$ cat config.mk
export PLATFORM = sky130hd
export DESIGN_NAME = selftest_gate
export DESIGN_NICKNAME = d
export VERILOG_FILES = /design/src/rtl/stg_pkg.sv /design/src/rtl/stg_watchdog.sv /design/src/rtl/stg_sequencer.sv /design/src/rtl/stg_stream_gate.sv /design/src/rtl/selftest_gate.sv
export SDC_FILE = /design/constraint.sdc
export NUM_CORES = 1
export LEC_CHECK = 0
export ABC_AREA = 1
export CAP_MARGIN = 10
export CORE_ASPECT_RATIO = 0.6
export CORE_MARGIN = 2
export CORE_UTILIZATION = 33
export CTS_BUF_LIST = sky130_fd_sc_hd__clkbuf_4
export CTS_CLUSTER_DIAMETER = 80
export DETAILED_ROUTE_END_ITERATION = 10
export PLACE_DENSITY = 0.83
export SLEW_MARGIN = 40
export SYNTH_ARGS = -nofsm -noshare
export SYNTH_HDL_FRONTEND = slang
export SYNTH_HIERARCHICAL = 1
export SYNTH_SLANG_ARGS = --single-unit
export TNS_END_PERCENT = 5
$ cat constraint.sdc
create_clock -name clk -period 2.6 [get_ports clk]
set_input_delay 0.52 -clock clk [delete_from_list [all_inputs] [get_ports clk]]
set_output_delay 0.52 -clock clk [all_outputs]
set_load 0.01 [all_outputs]
$ cat src/rtl/stg_pkg.sv
package stg_pkg;

  typedef enum logic [2:0] {
    SQ_RESET = 3'd0,
    SQ_RUN   = 3'd1,
    SQ_WAIT  = 3'd2,
    SQ_OPER  = 3'd3,
    SQ_ERR   = 3'd4
  } sq_state_e;

  // Tests numbered below num_short use the short (256-bit) key.
  function automatic logic key_tag(input int slot, input int num_short);
    return slot >= num_short;
  endfunction

endpackage

$ cat src/rtl/stg_watchdog.sv
module stg_watchdog #(
  parameter int LIMIT = 4096
) (
  input  logic clk,
  input  logic rst_n,
  input  logic armed,
  output logic expired
);
  localparam int CW = $clog2(LIMIT + 1);
  localparam logic [CW-1:0] LAST = CW'(LIMIT - 1);

  logic [CW-1:0] cnt;

  always_ff @(posedge clk or negedge rst_n) begin
    if (!rst_n)      cnt <= '0;
    else if (!armed) cnt <= '0;
    else             cnt <= cnt + CW'(1);
  end

  // High during the LIMIT-th armed cycle.
  assign expired = armed && (cnt == LAST);
endmodule

$ cat src/rtl/stg_sequencer.sv
module stg_sequencer
  import stg_pkg::*;
#(
  parameter int NUM_TESTS = 7,
  parameter int IDX_W     = 3
) (
  input  logic             clk,
  input  logic             rst_n,
  input  logic             eng_done,
  input  logic             eng_pass,
  input  logic             wd_expired,
  output sq_state_e        state,
  output logic [IDX_W-1:0] slot_idx,
  output logic [IDX_W-1:0] fail_idx
);
  localparam logic [IDX_W-1:0] LAST = IDX_W'(NUM_TESTS - 1);

  sq_state_e        nxt;
  logic [IDX_W-1:0] idx_nxt;
  logic [IDX_W-1:0] fidx_nxt;

  always_comb begin
    nxt      = state;
    idx_nxt  = slot_idx;
    fidx_nxt = fail_idx;
    unique case (state)
      SQ_RESET: begin
        idx_nxt = '0;
        nxt     = SQ_RUN;
      end
      SQ_RUN:  nxt = SQ_WAIT;
      SQ_WAIT: begin
        if (eng_done) begin
          if (!eng_pass) begin
            nxt      = SQ_ERR;
            fidx_nxt = slot_idx;
          end else if (slot_idx == LAST) begin
            nxt = SQ_OPER;
          end else begin
            idx_nxt = slot_idx + IDX_W'(1);
            nxt     = SQ_RUN;
          end
        end else if (wd_expired) begin
          nxt      = SQ_ERR;
          fidx_nxt = slot_idx;
        end
      end
      default: ;  // operational and error hold until reset
    endcase
  end

  always_ff @(posedge clk or negedge rst_n) begin
    if (!rst_n) begin
      state    <= SQ_RESET;
      slot_idx <= '0;
      fail_idx <= '0;
    end else begin
      state    <= nxt;
      slot_idx <= idx_nxt;
      fail_idx <= fidx_nxt;
    end
  end
endmodule

$ cat src/rtl/stg_stream_gate.sv
module stg_stream_gate #(
  parameter int W = 32
) (
  input  logic         open,
  input  logic         src_valid,
  input  logic [W-1:0] src_data,
  output logic         src_ready,
  output logic         dst_valid,
  output logic [W-1:0] dst_data,
  input  logic         dst_ready
);
  assign dst_valid = open & src_valid;
  assign dst_data  = open ? src_data : '0;
  assign src_ready = open & dst_ready;
endmodule

$ cat src/rtl/selftest_gate.sv
module selftest_gate
  import stg_pkg::*;
#(
  parameter int DATA_W      = 32,
  parameter int CMD_W       = 4,
  parameter int NUM_TESTS   = 7,
  parameter int NUM_AES     = 3,
  parameter int WDOG_CYCLES = 4096,
  localparam int IDX_W      = (NUM_TESTS > 1) ? $clog2(NUM_TESTS) : 1,
  localparam int STAT_W     = IDX_W + 3
) (
  input  logic              clk,
  input  logic              rst_n,
  output logic              eng_start,
  output logic [IDX_W-1:0]  eng_slot,
  output logic              eng_keysz,
  input  logic              eng_done,
  input  logic              eng_pass,
  input  logic              din_valid,
  input  logic [DATA_W-1:0] din_data,
  output logic              din_ready,
  output logic              core_in_valid,
  output logic [DATA_W-1:0] core_in_data,
  input  logic              core_in_ready,
  input  logic              core_out_valid,
  input  logic [DATA_W-1:0] core_out_data,
  output logic              core_out_ready,
  output logic              dout_valid,
  output logic [DATA_W-1:0] dout_data,
  input  logic              dout_ready,
  input  logic              cmd_valid,
  input  logic [CMD_W-1:0]  cmd_code,
  output logic              core_cmd_valid,
  output logic [CMD_W-1:0]  core_cmd_code,
  output logic [STAT_W-1:0] status
);
  sq_state_e        state;
  logic [IDX_W-1:0] slot_idx;
  logic [IDX_W-1:0] fail_idx;
  logic             wd_expired;
  logic             open;

  stg_watchdog #(.LIMIT(WDOG_CYCLES)) u_wdog (
    .clk     (clk),
    .rst_n   (rst_n),
    .armed   (state == SQ_WAIT),
    .expired (wd_expired)
  );

  stg_sequencer #(.NUM_TESTS(NUM_TESTS), .IDX_W(IDX_W)) u_seq (
    .clk        (clk),
    .rst_n      (rst_n),
    .eng_done   (eng_done),
    .eng_pass   (eng_pass),
    .wd_expired (wd_expired),
    .state      (state),
    .slot_idx   (slot_idx),
    .fail_idx   (fail_idx)
  );

  assign eng_start = (state == SQ_RUN);
  assign eng_slot  = slot_idx;
  assign eng_keysz = key_tag(int'(slot_idx), NUM_AES);
  assign open      = (state == SQ_OPER);

  stg_stream_gate #(.W(DATA_W)) u_in_gate (
    .open      (open),
    .src_valid (din_valid),
    .src_data  (din_data),
    .src_ready (din_ready),
    .dst_valid (core_in_valid),
    .dst_data  (core_in_data),
    .dst_ready (core_in_ready)
  );

  stg_stream_gate #(.W(DATA_W)) u_out_gate (
    .open      (open),
    .src_valid (core_out_valid),
    .src_data  (core_out_data),
    .src_ready (core_out_ready),
    .dst_valid (dout_valid),
    .dst_data  (dout_data),
    .dst_ready (dout_ready)
  );

  assign core_cmd_valid = open & cmd_valid;
  assign core_cmd_code  = open ? cmd_code : '0;

  assign status = {fail_idx,
                   state == SQ_ERR,
                   open,
                   (state == SQ_RESET) || (state == SQ_RUN) || (state == SQ_WAIT)};
endmodule

==> results.tsv <==
stage	metric	value	unit
cells_and_area	area_growth	95.0	%
setup_path	reg2reg_depth	10	
pwr	p_leak	2.13	nW
clock_tree	cts_num_sinks	22	
pwr	powerDensity	202	mW/mm^2
clock_tree	cts_max_path_buffers	2	
setup_path	startpoint_type	flop	
setup_path	crit_slowest_cell	clkdlybuf4s50_1	
pwr	irDropWorstVdd	280	uV
synthesis	synth-edff-count	0	
setup_path	path_cells	inv_2, nand3_4, inv_6, buf_12, nand2_1, inv_1, clkdlybuf4s50_1	
floorplanning	start_util	34.0	%
setup_path	r2r_start	u_seq/state[0]	
synthesis	yosysWarnings	6	
cells_and_area	num_antenna_cells	0	
timing	hold_viol_final	0	
timing	post-route-period-util	94.0	%
synthesis	synth_area	0.00188	mm^2
detailed_routing	via_count	2357	
timing	max_freq	0.409	GHz
placed_design	place_area	0.00354	mm^2
cells_and_area	stdcell_area	0.00367	mm^2
placed_design	hpwl	5.71	mm
grt	grt_use_total	21.5	%
timing	maxSlewViolCount	0	
clock_tree	cts_made_buffers	3	
cells_and_area	final_nets	564	
hold_path	min_to	u_seq/fail_idx[1]	
grt	grt_pass1_vias	2201	
floorplanning	ioPinCount	161	
pwr	power	0.744	mW
floorplanning	die_w	102	um
synthesis	netlist-cell-type-count	26	
setup_path	ff2ff_setup_slack	530	ps
detailed_routing	drc	0	
detailed_routing	drt_iter0_markers	95	
setup_path	worstPathRequired	2080	ps
setup_path	path_class	reg2out	
clock_tree	clk_pin_slew	130	ps
setup_path	end_kind	output pin	
run_status	status	complete, no violations	
timing	fin_setup_tns	0	ps
synthesis	synth_cells	321	
floorplanning	coreArea	0.00554	mm^2
grt	antenna_found_initial	0	
synthesis	seq_area_frac_synth	29.2	%
clock_tree	cts_tree	built	
placed_design	numPortBuffers	160	
job	cap_violations	0	
cells_and_area	multi_input_area	885	um^2
detailed_routing	routed_wl	7.10	mm
clock_tree	h-tree-depth	1	
timing	setup_viol	0	
setup_path	critical-path-top-delay-family	buffers and inverters	
cells_and_area	final_util	66.3	%
synthesis	syn-num-nets	401	
floorplanning	fp-row-count	21	
hold_path	hold_class	reg2reg	
floorplanning	die_area	0.00635	mm^2
detailed_routing	drt-wirelength-per-cell	12.6	um
cells_and_area	regArea	552	um^2
grt	grt_pass1_wl	10.9	mm
setup_path	path_buf_inv	5	
timing	period_needed	2440	ps
timing	relSlewSlack	77.0	%
detailed_routing	drt-pass1-iter-count	4	
cells_and_area	final_common_cell	clkdlybuf4s50_1	
clock_tree	clk_latency	320	ps
synthesis	synth.avg_cell_area	5.87	um^2
clock_tree	cts_hold_buffers	0	
detailed_routing	postRouteAntennaNets	0	
cells_and_area	n_fill_cell	480	
synthesis	synth_flop_cell	dfrtp_1	
cells_and_area	final_cell_mix	156 x clkdlybuf4s50_1, 118 x nand2_1, 88 x inv_1	
timing	rsz0062_at_grt	no	
setup_path	cp_slowest_stage_delay	530	ps
setup_path	path_max_fanout	18	
hold_path	whs_path_depth	2	
setup_path	cp_data_arrival_time	1920	ps
synthesis	synth-seq-cells	22	
grt	overflow	0	
detailed_routing	vias_per_cell	4.19	
grt	grt_max_degree	36	
timing	clock_skew	2.82	ps
timing	tightest_slew	342	ps
clock_tree	root_buffer	clkbuf_4	
hold_path	hold_path.startpoint	u_seq/fail_idx[1]	
setup_path	regToRegEndpoint	u_seq/fail_idx[0]	
placed_design	gp_congestion	0.866	
synthesis	synthArstFlopShare	100	%
floorplanning	dieHeight	62.5	um
cells_and_area	post_route_cells_drive_above_1_share	7.87	%
==> layer usage <==
metal	routed length [um]	track usage, %	vias up	part of all wire (%)
li1	-	-	1227	-
met4	188	8.28	0	2.6
met5	0	0	-	0
met3	576	4.81	12	8.1
met1	2910	26.6	1023	41
met2	3430	36.3	95	48
==> where the power goes <==
| group | switching (mW) | total, mW | internal (mW) |
|---|---|---|---|
| registers | 0 | 0.342 | 0.342 |
| logic | 0.0312 | 0.134 | 0.102 |
| clock network | 0.112 | 0.268 | 0.156 |
| total | 0.143 | 0.744 | 0.600 |
==> worst reg2reg max path: cells and delay by family (launching register included) <==
| kind | cells | cell delay, ps |
|---|---|---|
| simple gates | 8 | 1280 |
| buf+inv | 2 | 270 |
| flops | 1 | 430 |
==> how the worst max path moves through the flow <==
stage / cells after the start / to / startpoint
finish: 7 / dout_data[31] / u_seq/state[2]
floorplan: 10 / u_seq/fail_idx[2] / u_seq/state[1]
CTS: 7 / dout_data[19] / u_seq/state[2]
global placement: 7 / dout_data[31] / u_seq/state[2]
detailed placement: 7 / dout_data[31] / u_seq/state[2]
global route: 7 / dout_data[12] / u_seq/state[2]
==> metrics by stage <==
step | worst slack, ps | hold WS [ps] | std cells
2_1_floorplan | 757 | 224 | 321
3_3_place_gp | 281 | 465 | 556
3_5_place_dp | 212 | 462 | 556
4_1_cts | 13.6 | 499 | 562
5_1_grt | 48.3 | 514 | 563
6_report | 157 | 500 | 563
==> area by class of cell <==
type                       instances  share of cell area [%]
timing repair buffer             168                    46.9
multi-input combinational        195                    24.1
sequential                        22                    15.0
inverter                          94                    9.91
tap                               80                    2.72
clock inverter                     1                   0.817
clock buffer                       3                   0.613
==> synthesized netlist by cell type, types with 3 or more instances <==
master / count / area, um^2
o21ai_0: 3 / 15.0
dfrtp_1: 22 / 551
nor2_1: 27 / 101
nand2_2: 7 / 43.8
buf_4: 4 / 30.0
nor2_2: 4 / 25.0
a21oi_1: 4 / 20.0
ha_1: 3 / 37.5
nor3_1: 3 / 15.0
nand3_1: 13 / 65.1
nand2_1: 118 / 443
inv_1: 90 / 338
buf_6: 6 / 67.6
==> flip-flops by register name (all words and copies together), names as in the netlist <==
signal	flops
u_seq/fail_idx	3
u_seq/state	3
u_wdog/cnt	13
u_seq/slot_idx	3
==> kinds of logic after synthesis <==
family / Yosys count / synth area share, %
AND/OR/NAND/NOR: 180 / 40.8
buffers and inverters: 104 / 24.2
flip-flops: 22 / 29.2
adder cells (fa/ha/maj): 3 / 1.99
XOR/XNOR: 1 / 0.465
AO/OA/AOI/OAI: 11 / 3.25
==> what timing repair did <==
item,4_1_cts,5_1_grt
resized for setup,3,8
cloned,1,1
buffers inserted,1,0
setup endpoints to repair,68,36
No activity file was read; power rests on OpenSTA's default activity.
